`src/rtl/scsi_xfer_pkg.sv`:
```
package scsi_xfer_pkg;

  typedef enum logic [2:0] {
    PH_DATA_OUT = 3'b000,
    PH_DATA_IN  = 3'b001,
    PH_COMMAND  = 3'b010,
    PH_STATUS   = 3'b011,
    PH_RSV_OUT  = 3'b100,
    PH_RSV_IN   = 3'b101,
    PH_MSG_OUT  = 3'b110,
    PH_MSG_IN   = 3'b111
  } phase_e;

  typedef enum logic [1:0] {
    HS_IDLE,
    HS_WAIT_REQ,
    HS_WAIT_REL
  } hs_state_e;

  // I/O bit set: target drives the data lines
  function automatic logic phase_inbound(input logic [2:0] ph);
    return ph[0];
  endfunction

endpackage

```
`src/rtl/scsi_bus_sampler.sv`:
```
module scsi_bus_sampler #(
  parameter int DATA_W = 8
) (
  input  logic              clk,
  input  logic              rst,
  input  logic              req_i,
  input  logic [2:0]        phase_i,
  input  logic [DATA_W-1:0] data_i,
  output logic              req_s,
  output logic [2:0]        phase_s,
  output logic [DATA_W-1:0] data_s
);

  always_ff @(posedge clk) begin
    if (rst) begin
      req_s   <= 1'b0;
      phase_s <= '0;
      data_s  <= '0;
    end else begin
      req_s   <= req_i;
      phase_s <= phase_i;
      data_s  <= data_i;
    end
  end

endmodule

```
`src/rtl/scsi_atn_ctrl.sv`:
```
module scsi_atn_ctrl (
  input  logic clk,
  input  logic rst,
  input  logic set_atn,
  input  logic drop_atn,
  output logic atn_o
);

  always_ff @(posedge clk) begin
    if (rst)           atn_o <= 1'b0;
    else if (drop_atn) atn_o <= 1'b0;
    else if (set_atn)  atn_o <= 1'b1;
  end


  atn_rise_chk: assert property (@(posedge clk) disable iff (rst)
    $rose(atn_o) |-> $past(set_atn));


  atn_fall_chk: assert property (@(posedge clk) disable iff (rst)
    $fell(atn_o) |-> $past(drop_atn));

endmodule

```
`src/rtl/scsi_hs_fsm.sv`:
```
module scsi_hs_fsm
  import scsi_xfer_pkg::*;
#(
  parameter int CNT_W  = 24,
  parameter int DATA_W = 8
) (
  input  logic              clk,
  input  logic              rst,
  input  logic              start,
  input  logic              target_mode,
  input  logic [2:0]        req_phase,
  input  logic [CNT_W-1:0]  byte_count,
  input  logic              clear_ack,
  input  logic [DATA_W-1:0] tx_data,
  input  logic              req_s,
  input  logic [2:0]        phase_s,
  input  logic [DATA_W-1:0] data_s,
  output logic              ack_o,
  output logic              drop_atn,
  output logic [DATA_W-1:0] rx_data,
  output logic              rx_valid,
  output logic              tx_taken,
  output logic [DATA_W-1:0] data_o,
  output logic              data_oe,
  output logic [2:0]        phase_o,
  output logic              phase_oe,
  output logic              done,
  output logic              mismatch
);

  localparam logic [CNT_W-1:0] ONE = CNT_W'(1);

  hs_state_e        state;
  logic [CNT_W-1:0] remain;
  logic [2:0]       cur_phase;
  logic             last_byte;

  assign last_byte = (remain == ONE);
  assign drop_atn  = (state == HS_WAIT_REQ) && req_s && last_byte &&
                     (cur_phase == PH_MSG_OUT);

  always_ff @(posedge clk) begin
    if (rst) begin
      state     <= HS_IDLE;
      remain    <= '0;
      cur_phase <= '0;
      ack_o     <= 1'b0;
      rx_data   <= '0;
      rx_valid  <= 1'b0;
      tx_taken  <= 1'b0;
      data_o    <= '0;
      data_oe   <= 1'b0;
      phase_o   <= '0;
      phase_oe  <= 1'b0;
      done      <= 1'b0;
      mismatch  <= 1'b0;
    end else begin
      rx_valid <= 1'b0;
      tx_taken <= 1'b0;
      done     <= 1'b0;
      mismatch <= 1'b0;
      case (state)
        HS_IDLE: begin
          data_oe <= 1'b0;
          if (clear_ack) ack_o <= 1'b0;
          if (start) begin
            if (target_mode) begin
              phase_o  <= req_phase;
              phase_oe <= 1'b1;
              done     <= 1'b1;
            end else begin
              phase_oe <= 1'b0;
              if (phase_s != req_phase) begin
                mismatch <= 1'b1;
              end else if (byte_count == '0) begin
                done <= 1'b1;
              end else begin
                remain    <= byte_count;
                cur_phase <= req_phase;
                state     <= HS_WAIT_REQ;
              end
            end
          end
        end
        HS_WAIT_REQ: begin
          data_oe <= !phase_inbound(cur_phase);
          data_o  <= tx_data;
          if (req_s) begin
            ack_o <= 1'b1;
            if (phase_inbound(cur_phase)) begin
              rx_data  <= data_s;
              rx_valid <= 1'b1;
            end else begin
              tx_taken <= 1'b1;
            end
            state <= HS_WAIT_REL;
          end
        end
        HS_WAIT_REL: begin
          if (!req_s) begin
            if (last_byte) begin
              done  <= 1'b1;
              state <= HS_IDLE;
              if (cur_phase != PH_MSG_IN) ack_o <= 1'b0;
            end else begin
              ack_o  <= 1'b0;
              remain <= remain - ONE;
              state  <= HS_WAIT_REQ;
            end
          end
        end
        default: state <= HS_IDLE;
      endcase
    end
  end


  ack_rise_chk: assert property (@(posedge clk) disable iff (rst)
    $rose(ack_o) |-> $past(req_s));


  ack_fall_chk: assert property (@(posedge clk) disable iff (rst)
    $fell(ack_o) |-> (!$past(req_s) || $past(clear_ack)));


  mismatch_noack_chk: assert property (@(posedge clk) disable iff (rst)
    mismatch |-> $stable(ack_o));


  rx_not_driving_chk: assert property (@(posedge clk) disable iff (rst)
    rx_valid |-> !data_oe);


  done_excl_chk: assert property (@(posedge clk) disable iff (rst)
    !(done && mismatch));


  ack_hold_chk: assert property (@(posedge clk) disable iff (rst)
    (state == HS_IDLE && ack_o && !clear_ack && !start) |=> ack_o);


  tgt_phase_chk: assert property (@(posedge clk) disable iff (rst)
    $rose(phase_oe) |-> done);

endmodule

```
`src/rtl/scsi_phase_xfer.sv`:
```
module scsi_phase_xfer
  import scsi_xfer_pkg::*;
#(
  parameter int CNT_W  = 24,
  parameter int DATA_W = 8
) (
  input  logic              clk,
  input  logic              rst,
  input  logic              start,
  input  logic              target_mode,
  input  logic [2:0]        req_phase,
  input  logic [CNT_W-1:0]  byte_count,
  input  logic              set_atn,
  input  logic              clear_ack,
  input  logic [DATA_W-1:0] tx_data,
  output logic              tx_taken,
  output logic [DATA_W-1:0] rx_data,
  output logic              rx_valid,
  output logic              done,
  output logic              mismatch,
  input  logic              bus_req_i,
  input  logic              bus_msg_i,
  input  logic              bus_cd_i,
  input  logic              bus_io_i,
  input  logic [DATA_W-1:0] bus_data_i,
  output logic              bus_ack_o,
  output logic              bus_atn_o,
  output logic              bus_msg_o,
  output logic              bus_cd_o,
  output logic              bus_io_o,
  output logic              bus_phase_oe,
  output logic [DATA_W-1:0] bus_data_o,
  output logic              bus_data_oe
);

  logic              req_s;
  logic [2:0]        phase_s;
  logic [DATA_W-1:0] data_s;
  logic              drop_atn;
  logic [2:0]        phase_drv;

  scsi_bus_sampler #(.DATA_W(DATA_W)) u_sample (
    .clk     (clk),
    .rst     (rst),
    .req_i   (bus_req_i),
    .phase_i ({bus_msg_i, bus_cd_i, bus_io_i}),
    .data_i  (bus_data_i),
    .req_s   (req_s),
    .phase_s (phase_s),
    .data_s  (data_s)
  );

  scsi_hs_fsm #(.CNT_W(CNT_W), .DATA_W(DATA_W)) u_fsm (
    .clk         (clk),
    .rst         (rst),
    .start       (start),
    .target_mode (target_mode),
    .req_phase   (req_phase),
    .byte_count  (byte_count),
    .clear_ack   (clear_ack),
    .tx_data     (tx_data),
    .req_s       (req_s),
    .phase_s     (phase_s),
    .data_s      (data_s),
    .ack_o       (bus_ack_o),
    .drop_atn    (drop_atn),
    .rx_data     (rx_data),
    .rx_valid    (rx_valid),
    .tx_taken    (tx_taken),
    .data_o      (bus_data_o),
    .data_oe     (bus_data_oe),
    .phase_o     (phase_drv),
    .phase_oe    (bus_phase_oe),
    .done        (done),
    .mismatch    (mismatch)
  );

  scsi_atn_ctrl u_atn (
    .clk      (clk),
    .rst      (rst),
    .set_atn  (set_atn),
    .drop_atn (drop_atn),
    .atn_o    (bus_atn_o)
  );

  assign {bus_msg_o, bus_cd_o, bus_io_o} = phase_drv;


  atn_drop_with_ack_chk: assert property (@(posedge clk) disable iff (rst)
    $fell(bus_atn_o) |-> $rose(bus_ack_o));

endmodule

```
`config.mk`:
```
export PLATFORM = sky130hd
export DESIGN_NAME = scsi_phase_xfer
export DESIGN_NICKNAME = d
export VERILOG_FILES = /design/src/rtl/scsi_xfer_pkg.sv /design/src/rtl/scsi_bus_sampler.sv /design/src/rtl/scsi_atn_ctrl.sv /design/src/rtl/scsi_hs_fsm.sv /design/src/rtl/scsi_phase_xfer.sv
export SDC_FILE = /design/constraint.sdc
export NUM_CORES = 1
export LEC_CHECK = 0
export ABC_CLOCK_PERIOD_IN_PS = 2900
export BUFFER_PORTS_ARGS = -buffer_cell sky130_fd_sc_hd__buf_2
export CORE_MARGIN = 2
export CORE_UTILIZATION = 40
export CTS_CLUSTER_DIAMETER = 100
export DETAILED_ROUTE_END_ITERATION = 16
export GPL_TIMING_DRIVEN = 0
export PLACE_DENSITY = 0.7
export SKIP_LAST_GASP = 1
export SLEW_MARGIN = 20
export SYNTH_ARGS = -nofsm -noshare
export SYNTH_HDL_FRONTEND = slang
export SYNTH_SLANG_ARGS = --single-unit
```
`constraint.sdc`:
```
create_clock -name clk -period 2.9 [get_ports clk]
set_input_delay 0.29 -clock clk [delete_from_list [all_inputs] [get_ports clk]]
set_output_delay 0.29 -clock clk [all_outputs]
set_load 0.02 [all_outputs]
```
* Yosys cells after proc, flatten, opt, wreduce, memory -nomap -nowiden *
Index checks and enable logic that the tools add are counted.

operators by class
  add/subtract/negate cells = 1
  eq/ne operators = 15
  multiplexer cells = 33
  bitwise logic cells = 7
  reductions and logical operators = 19

operator list
  operator                                                                 count
  24-bit two-way mux                                                       6
  24-bit case mux with 2 select lines                                      1
  24-bit by 1-bit equality test with 1-bit output (second input constant)  1
  24-bit logical NOT                                                       1
  24-bit by 1-bit subtractor with 24-bit output (second input constant)    1
  1-bit two-way mux                                                        16
  2-bit inequality test (second input constant)                            8
  2-bit two-way mux                                                        6
  5-bit AND reduction                                                      2
  1-bit inverter                                                           7
  7-bit AND reduction                                                      1
  3-bit inequality test (second input constant)                            2
  2-bit case mux with 3 select lines                                       1
  3-bit AND reduction                                                      2
  6-bit AND reduction                                                      1
  1-bit case mux with 2 select lines                                       2
  2-bit nonzero test                                                       2
  4-bit OR reduction                                                       1
  3-bit equality test (second input constant)                              1
  1-bit logical AND                                                        3
  3-bit inequality test                                                    1
  1-bit case mux with 3 select lines                                       1
  3-bit nonzero test                                                       1
  3-bit OR reduction                                                       1
  other kinds (6)                                                          6

storage, ports and cells
  register bits after elaboration = 68
  input bits = 53
  output and inout port bits = 27
  logic and storage cells = 92

* Logic depth before layout (Yosys ltp) *
Gate-level depths: netlist of the first run.

  depth in word-level cells = 6
  mapped depth = 9
  mapped depth without buffers = 7

* By module *
From an unflattened synthesis of the first run, not the netlist that was laid out.

second synthesis, totals
  cells, all modules = 415
  area total of the unflattened synthesis = 3,364.5 sq um

modules (own cells, without submodules)
  module            instances  cells an instance  area an instance (sq um)  sequential area each (sq um)
  scsi_hs_fsm       1          387                2,964.1                   1,101.1
  scsi_bus_sampler  1          25                 366.6                     240.2
  scsi_atn_ctrl     1          3                  33.8                      20.0

* Least setup slack after synthesis of the first run *
OpenSTA, ideal clock, no wires.

  kind = register -> register
  from = reg u_fsm.remain[8]
  to = reg u_fsm.remain[21]
  library setup time = 0.132 ns
  arrival time = 2.089 ns
  required time = 2.768 ns
  slack = 0.679 ns
  stages on the path, launching flop included = 8
  path buffers = 1
  period minus slack after synthesis = 2.221 ns
  cells stage by stage = dfxtp_1 > or3_4 > or3_4 > or3_1 > buf_2 > o31a_1 > o21ai_2 > a21oi_2

on the way
  longest elaborated chain between the ends = 4
  elaborated cells on any way between the ends = 7
  those cells by class = add/sub (1); eq/ne (2); mux (3); reduce/logical (1)

RTL lines
  element                                        RTL line            source
  start: declaration                             scsi_hs_fsm.sv:34   logic [CNT_W-1:0] remain;
  start signal: assignment                       scsi_hs_fsm.sv:78   remain <= byte_count;
  start signal: assignment                       scsi_hs_fsm.sv:107  remain <= remain - ONE;
  24-bit by 1-bit subtractor with 24-bit output  scsi_hs_fsm.sv:107
  24-bit two-way mux                             scsi_hs_fsm.sv:101  if (last_byte) begin
  24-bit two-way mux                             scsi_hs_fsm.sv:100  if (!req_s) begin
  24-bit case mux with 2 select lines            scsi_hs_fsm.sv:62   case (state)

Several ways; a longest one is shown, not always the timed one. The select of a mux whose other input is x is not followed.
A chain may end at the register's enable or synchronous reset.

* Final worst setup path of the first run *
  from = reg u_fsm.remain[4]
  to = reg u_fsm.remain[11]

The elaborated chain is that of the path after synthesis.

==> reports/metrics.cfg, run 1 <==
[outcome]
status = finished clean

[yosys]
ys_types = 53
yosysWarnings = 0
netlist_instances = 394
netlist.area_leader.share_pct = 41.7
ys.flop_type = dfxtp_1
async_reset_ff_share_pct = 0
seq_area_frac_synth_pct = 41.7
synth_seq_cells = 68
synth_edf_count = 0
syn_area_sq_um = 3260
syn_area_per_cell_sq_um = 8.28
synth.area.top_cells = dfxtp_1 (42%), nand2_1 (8.5%), a21oi_1 (5.7%)
synth_fp_nets = 449
yosys.area.top_type = dfxtp_1

[detailed_routing]
firstDrtPassIters = 5
vias_per_cell = 5.41
routedWlPerCell_um = 15.8
drc = 0
totalWireLength_um = 9310
ant_nets = 0
drt-initial-drc-count = 181
route.vias.total = 3186

[sta]
min_period_ps = 2640
finalCritPeriodShare_pct = 91.1
slew_headroom_pct = 46.3
final-hold-violation-count = 0
clock.fmax_mhz = 379
tightest_slew_ps = 805
setup-tns-final_ps = 0
setup_viol_count_final = 0
grt_setup_unrepaired = no
clock_skew_ps = 5.16
drv_slew = 0

[die]
ios = 80
die_y_um = 94.3
initial_core_util_pct = 41.8
core-area_sq_um = 7810
rows = 32
die_x_um = 94.3
die-area_sq_um = 8890

[grt]
grt_use_total_pct = 22.0
gr-total-overflow = 0
grt_max_degree = 13
grt_pass1_vias = 3012
grt_pass1_wl_um = 15000
antenna_found_initial = 0

[hold_path]
holdPathEnd = u_sample.phase_s[1]
hp-class = input port to register
min_from = bus_cd_i
holdPathStages = 2

[setup_path]
rrSetupSlack_ps = 260
cp_max_fo = 10
crit_required_ps = 3130
crit_chain = or4_1 -> or2_1 -> nor4_4 -> o32ai_1 -> clkbuf_1 -> nand2_1 -> a21oi_2
critPathLaunchType = register
reg2reg_to = u_fsm.remain[11]
cp_top_family = simple AND/OR/NAND/NOR gates
cp.arrival_ps = 2870
end_kind = register
worstReg2RegStart = u_fsm.remain[4]
path_buf_inv = 1
reg2reg_depth = 7
critPathMaxStageDelay_ps = 630
slowest_stage = or4_1
criticalPathCategory = register to register

[run]
cap_violations = 0

[clocking]
post_cts_resized = 0
post_cts_buffers = 0
tritoncts = yes
clk_pin_slew_worst_paths_ps = 70
clock-root-buffer = clkbuf_8
cts.sinks = 68
clockBufferDepth = 2
clkLatencyLatePin_ps = 360
ctsHoldBuffers = 0
cts_buffers = 9
h-tree-depth = 3

[place]
port_buffers = 78
dp_cells = 574
dp_hpwl_um = 6580
gp_congestion = 0.896

[power]
p_per_area_nw_per_um2 = 521
vdd_drop_max_mv = 0.323
finalPower_mw = 2.08
cellLeakagePower_nw = 1.60

[cells_and_area]
final_net_count = 538
area_growth_pct = 22.4
drive_above_1_share_pct = 25.9
fin_cells = 589
utilization_pct = 51.1
insertedDiodeCount = 0

-- worst reg2reg max path, cell delays in order (launching register included) --
cell,delay (ps)
dfxtp_1,350
or4_1,630
or2_1,310
nor4_4,390
o32ai_1,220
clkbuf_1,360
nand2_1,200
a21oi_2,60
-- flip-flops by register name (all words and copies together) (netlist names), 2 cells and up --
register	count
u_fsm.cur_phase	3
u_fsm.data_o	8
u_fsm.phase_o	3
u_fsm.remain	24
u_fsm.rx_data	8
u_fsm.state	2
u_sample.data_s	8
u_sample.phase_s	3
-- area by class of cell --
cell class,count,area [sq um]
multi-input combinational,293,1750
clock inverter,6,88.8
buffer,31,146
sequential,68,1360
tap,102,128
inverter,2,7.51
timing repair buffer,78,390
fill,763,3820
clock buffer,9,124
-- stage by stage --
| step | area [sq um] | hold WS, ps | setup WS [ps] |
|---|---|---|---|
| floorplan | 3260 | 417 | 679 |
| global placement | 3780 | 420 | 306 |
| finish | 3990 | 140 | 259 |
| global route | 3990 | 140 | 132 |
| CTS | 3990 | 131 | 303 |
| detailed placement | 3780 | 430 | 323 |
-- placed cells by master, fill, tap and decap left out, types with 4 or more instances in the layout --
cell type and count:
nor2_1 18, a21oi_2 11, a211oi_1 4, nor3_1 8, nand2_1 74, clkbuf_8 9
or3_1 4, o31ai_1 7, a21oi_1 37, nor2b_1 15, o21ai_1 17, dfxtp_1 68
o41ai_1 4, o21a_1 9, nand2b_1 12, o31a_1 8, clkbuf_1 22, o21ai_0 10
buf_2 80, nor4_1 6
-- report_power, final --
| group | internal (mW) | total (mW) | switching [mW] |
|---|---|---|---|
| sequential | 0.956 | 0.970 | 0.0134 |
| combinational | 0.0936 | 0.245 | 0.151 |
| clock | 0.480 | 0.864 | 0.384 |
| total | 1.53 | 2.08 | 0.549 |
-- kinds of logic after synthesis --
kind of cell,Yosys count,share of synthesized area [%]
AO/OA/AOI/OAI,126,26.8
XOR/XNOR,3,0.806
adder cells (fa/ha/maj),2,0.767
buffers and inverters,33,4.72
flip-flops,68,41.7
multiplexers,3,0.921
AND/OR/NAND/NOR,159,24.2
-- how the worst max path moves through the flow --
stage	startpoint	endpoint	slack (ps)	cells past startpoint
final	u_fsm.remain[4]	u_fsm.remain[11]	260	7
after global routing	u_fsm.remain[4]	u_fsm.remain[11]	130	7
after CTS	u_fsm.remain[4]	u_fsm.remain[11]	300	7
after detailed placement	u_fsm.remain[4]	u_fsm.remain[11]	320	7
after global placement	u_fsm.remain[4]	u_fsm.remain[11]	310	7
after floorplan	u_fsm.remain[8]	u_fsm.remain[21]	680	7
-- routing by layer --
metal  wire [um]  global-route usage, %  up-vias
li1            -                      -     1570
met1        4040                   29.3     1455
met2        4280                   33.6      145
met3         752                   5.70       16
met4         230                   9.66        0
met5           0                      0        -
-- cell usage after synthesis (2+ instances only) --
cell,instances
ha_1,2
a211oi_1,4
clkbuf_1,22
buf_2,2
or3_1,4
and3_1,3
o41ai_1,4
or2_1,3
a21oi_1,37
xor2_1,3
or4_1,2
o32ai_1,3
inv_1,2
o31a_1,8
nor2_1,18
buf_1,3
o21ai_1,17
or3_4,2
nor4_1,6
nor3_1,8
dfxtp_1,68
nand3_1,3
nor2b_1,15
mux2i_1,3
or2_2,3
nand2_1,74
buf_6,2
o41ai_2,2
o21a_1,9
o21ai_0,10
o31ai_1,7
a21oi_2,11
o21ai_2,3
nand2b_1,12
Note: power is estimated with default switching activity, not from simulation.
==> inputs of run 2 (changes only) <==
Settings changed: CELL_PAD_IN_SITES_DETAIL_PLACEMENT set to 1, CELL_PAD_IN_SITES_GLOBAL_PLACEMENT set to 1, CORE_UTILIZATION 40 to 39, HOLD_SLACK_MARGIN set to 0.05, PLACE_DENSITY 0.7 to 0.87.
==> reports/metrics.cfg, run 2 (synthesis results as in run 1) <==
[cells_and_area]
area_growth_pct = 23.3
drive_above_1_share_pct = 25.9
regArea_sq_um = 1360
final_net_count = 538
final_cell_mix = buf_2 (80), nand2_1 (74), dfxtp_1 (68)
largest-register = u_fsm.remain
nFillCells = 1030
insertedDiodeCount = 0
multiInputGateArea_sq_um = 1750
final_common_cell = buf_2
largest_register_ffs = 24

[clocking]
tritoncts = yes
clkLatencyLatePin_ps = 370
cts_buffers = 9
clock-root-buffer = clkbuf_8
ctsHoldBuffers = 0
cts.sinks = 68
post_cts_buffers = 0
clockBufferDepth = 2
clk_pin_slew_worst_paths_ps = 80
post_cts_resized = 0
h-tree-depth = 3

[sta]
finalCritPeriodShare_pct = 90.9
grt_setup_unrepaired = no
drv_slew = 0
clock_skew_ps = 11.6
min_period_ps = 2640
final-hold-violation-count = 0
setup-tns-final_ps = 0
clock.fmax_mhz = 379
hold_slack_ps = 137
slew_headroom_pct = 46.8
tightest_slew_ps = 798
setup_viol_count_final = 0

[setup_path]
critPathLaunchType = register
cp_top_family = simple AND/OR/NAND/NOR gates
crit_chain = or3_1 -> or4_4 -> nor4_4 -> o32ai_1 -> clkbuf_1 -> nand2_1 -> a21oi_2
crit_required_ps = 3120
slowest_stage = or4_4
cp.arrival_ps = 2860
criticalPathCategory = register to register
cp_max_fo = 10
path_buf_inv = 1
end_kind = register
critPathMaxStageDelay_ps = 480

[grt]
grt_pass1_wl_um = 17000
grt_use_total_pct = 25.0
gr-total-overflow = 0
antenna_found_initial = 0
grt_pass1_vias = 3437
grt_max_degree = 13

[outcome]
status = finished clean

[die]
die-area_sq_um = 9110
core-area_sq_um = 8180
rows = 33
initial_core_util_pct = 39.9
ios = 80
die_y_um = 95.4
die_x_um = 95.4

[power]
cellLeakagePower_nw = 1.62
vdd_drop_max_mv = 0.310
p_per_area_nw_per_um2 = 543

[detailed_routing]
vias_per_cell = 5.49
firstDrtPassIters = 4
ant_nets = 0
route.vias.total = 3252
drc = 0
drt-initial-drc-count = 166
routedWlPerCell_um = 18.3
totalWireLength_um = 10800

[place]
port_buffers = 78
dp_hpwl_um = 7670
gp_congestion = 0.849

[hold_path]
hp-class = input port to register

[run]
cap_violations = 0

-- run 2: changes by cell type in the layout (fill, tap and decap cells not counted), sizes merged --
| cell | delta |
|---|---|
| clkinvlp | -2 |
| bufinv | +1 |
| clkinv | +1 |
-- run 2: per-stage QoR --
step	power [mW]	setup WS, ps	std cells	cell area [sq um]	utilization, %
floorplan	1.14	679	394	3260	-
global placement	1.23	184	577	3780	46.3
detailed placement	1.24	267	577	3780	46.3
CTS	2.18	297	592	4020	49.2
global route	2.26	65.5	592	4020	49.2
finish	2.18	263	592	4020	49.2
-- run 2: area by class of cell --
type / instances / area share (%)
Tap cell: 105 / 3.27
Inverter: 2 / 0.187
Multi-Input combinational cell: 293 / 43.4
Timing Repair Buffer: 78 / 9.71
Clock buffer: 9 / 3.08
Sequential cell: 68 / 33.9
Buffer: 31 / 3.64
Clock inverter: 6 / 2.80
-- run 2: worst paths after layout --
kind         depth (start not counted)                  to                from  slack (ps)
min                                  2  u_sample.data_s[3]       bus_data_i[3]         140
min reg2reg                          2    u_fsm.rx_data[6]  u_sample.data_s[6]         450
max reg2reg                          7     u_fsm.remain[5]    u_fsm.remain[16]         260
max                                  7     u_fsm.remain[5]    u_fsm.remain[16]         260
-- run 2: where the power goes --
group	total (mW)	switching (mW)	leakage, nW	internal [mW]
registers	0.971	0.0142	0.553	0.956
logic	0.251	0.158	0.945	0.0937
clock network	0.959	0.390	0.120	0.569
total	2.18	0.561	1.62	1.62
-- run 2: worst register-to-register path, stage by stage (launching register included) --
cell	delay, ps
dfxtp_1	380
or3_1	450
or4_4	480
nor4_4	370
o32ai_1	240
clkbuf_1	350
nand2_1	180
a21oi_2	60
-- run 2: layer usage --
layer | vias up | part of all wire (%) | track usage [%]
met5 | - | 0 | 0
met4 | 0 | 2.2 | 9.05
met3 | 18 | 5.4 | 5.85
met2 | 91 | 51 | 43.3
met1 | 1577 | 42 | 30.1
li1 | 1566 | - | -
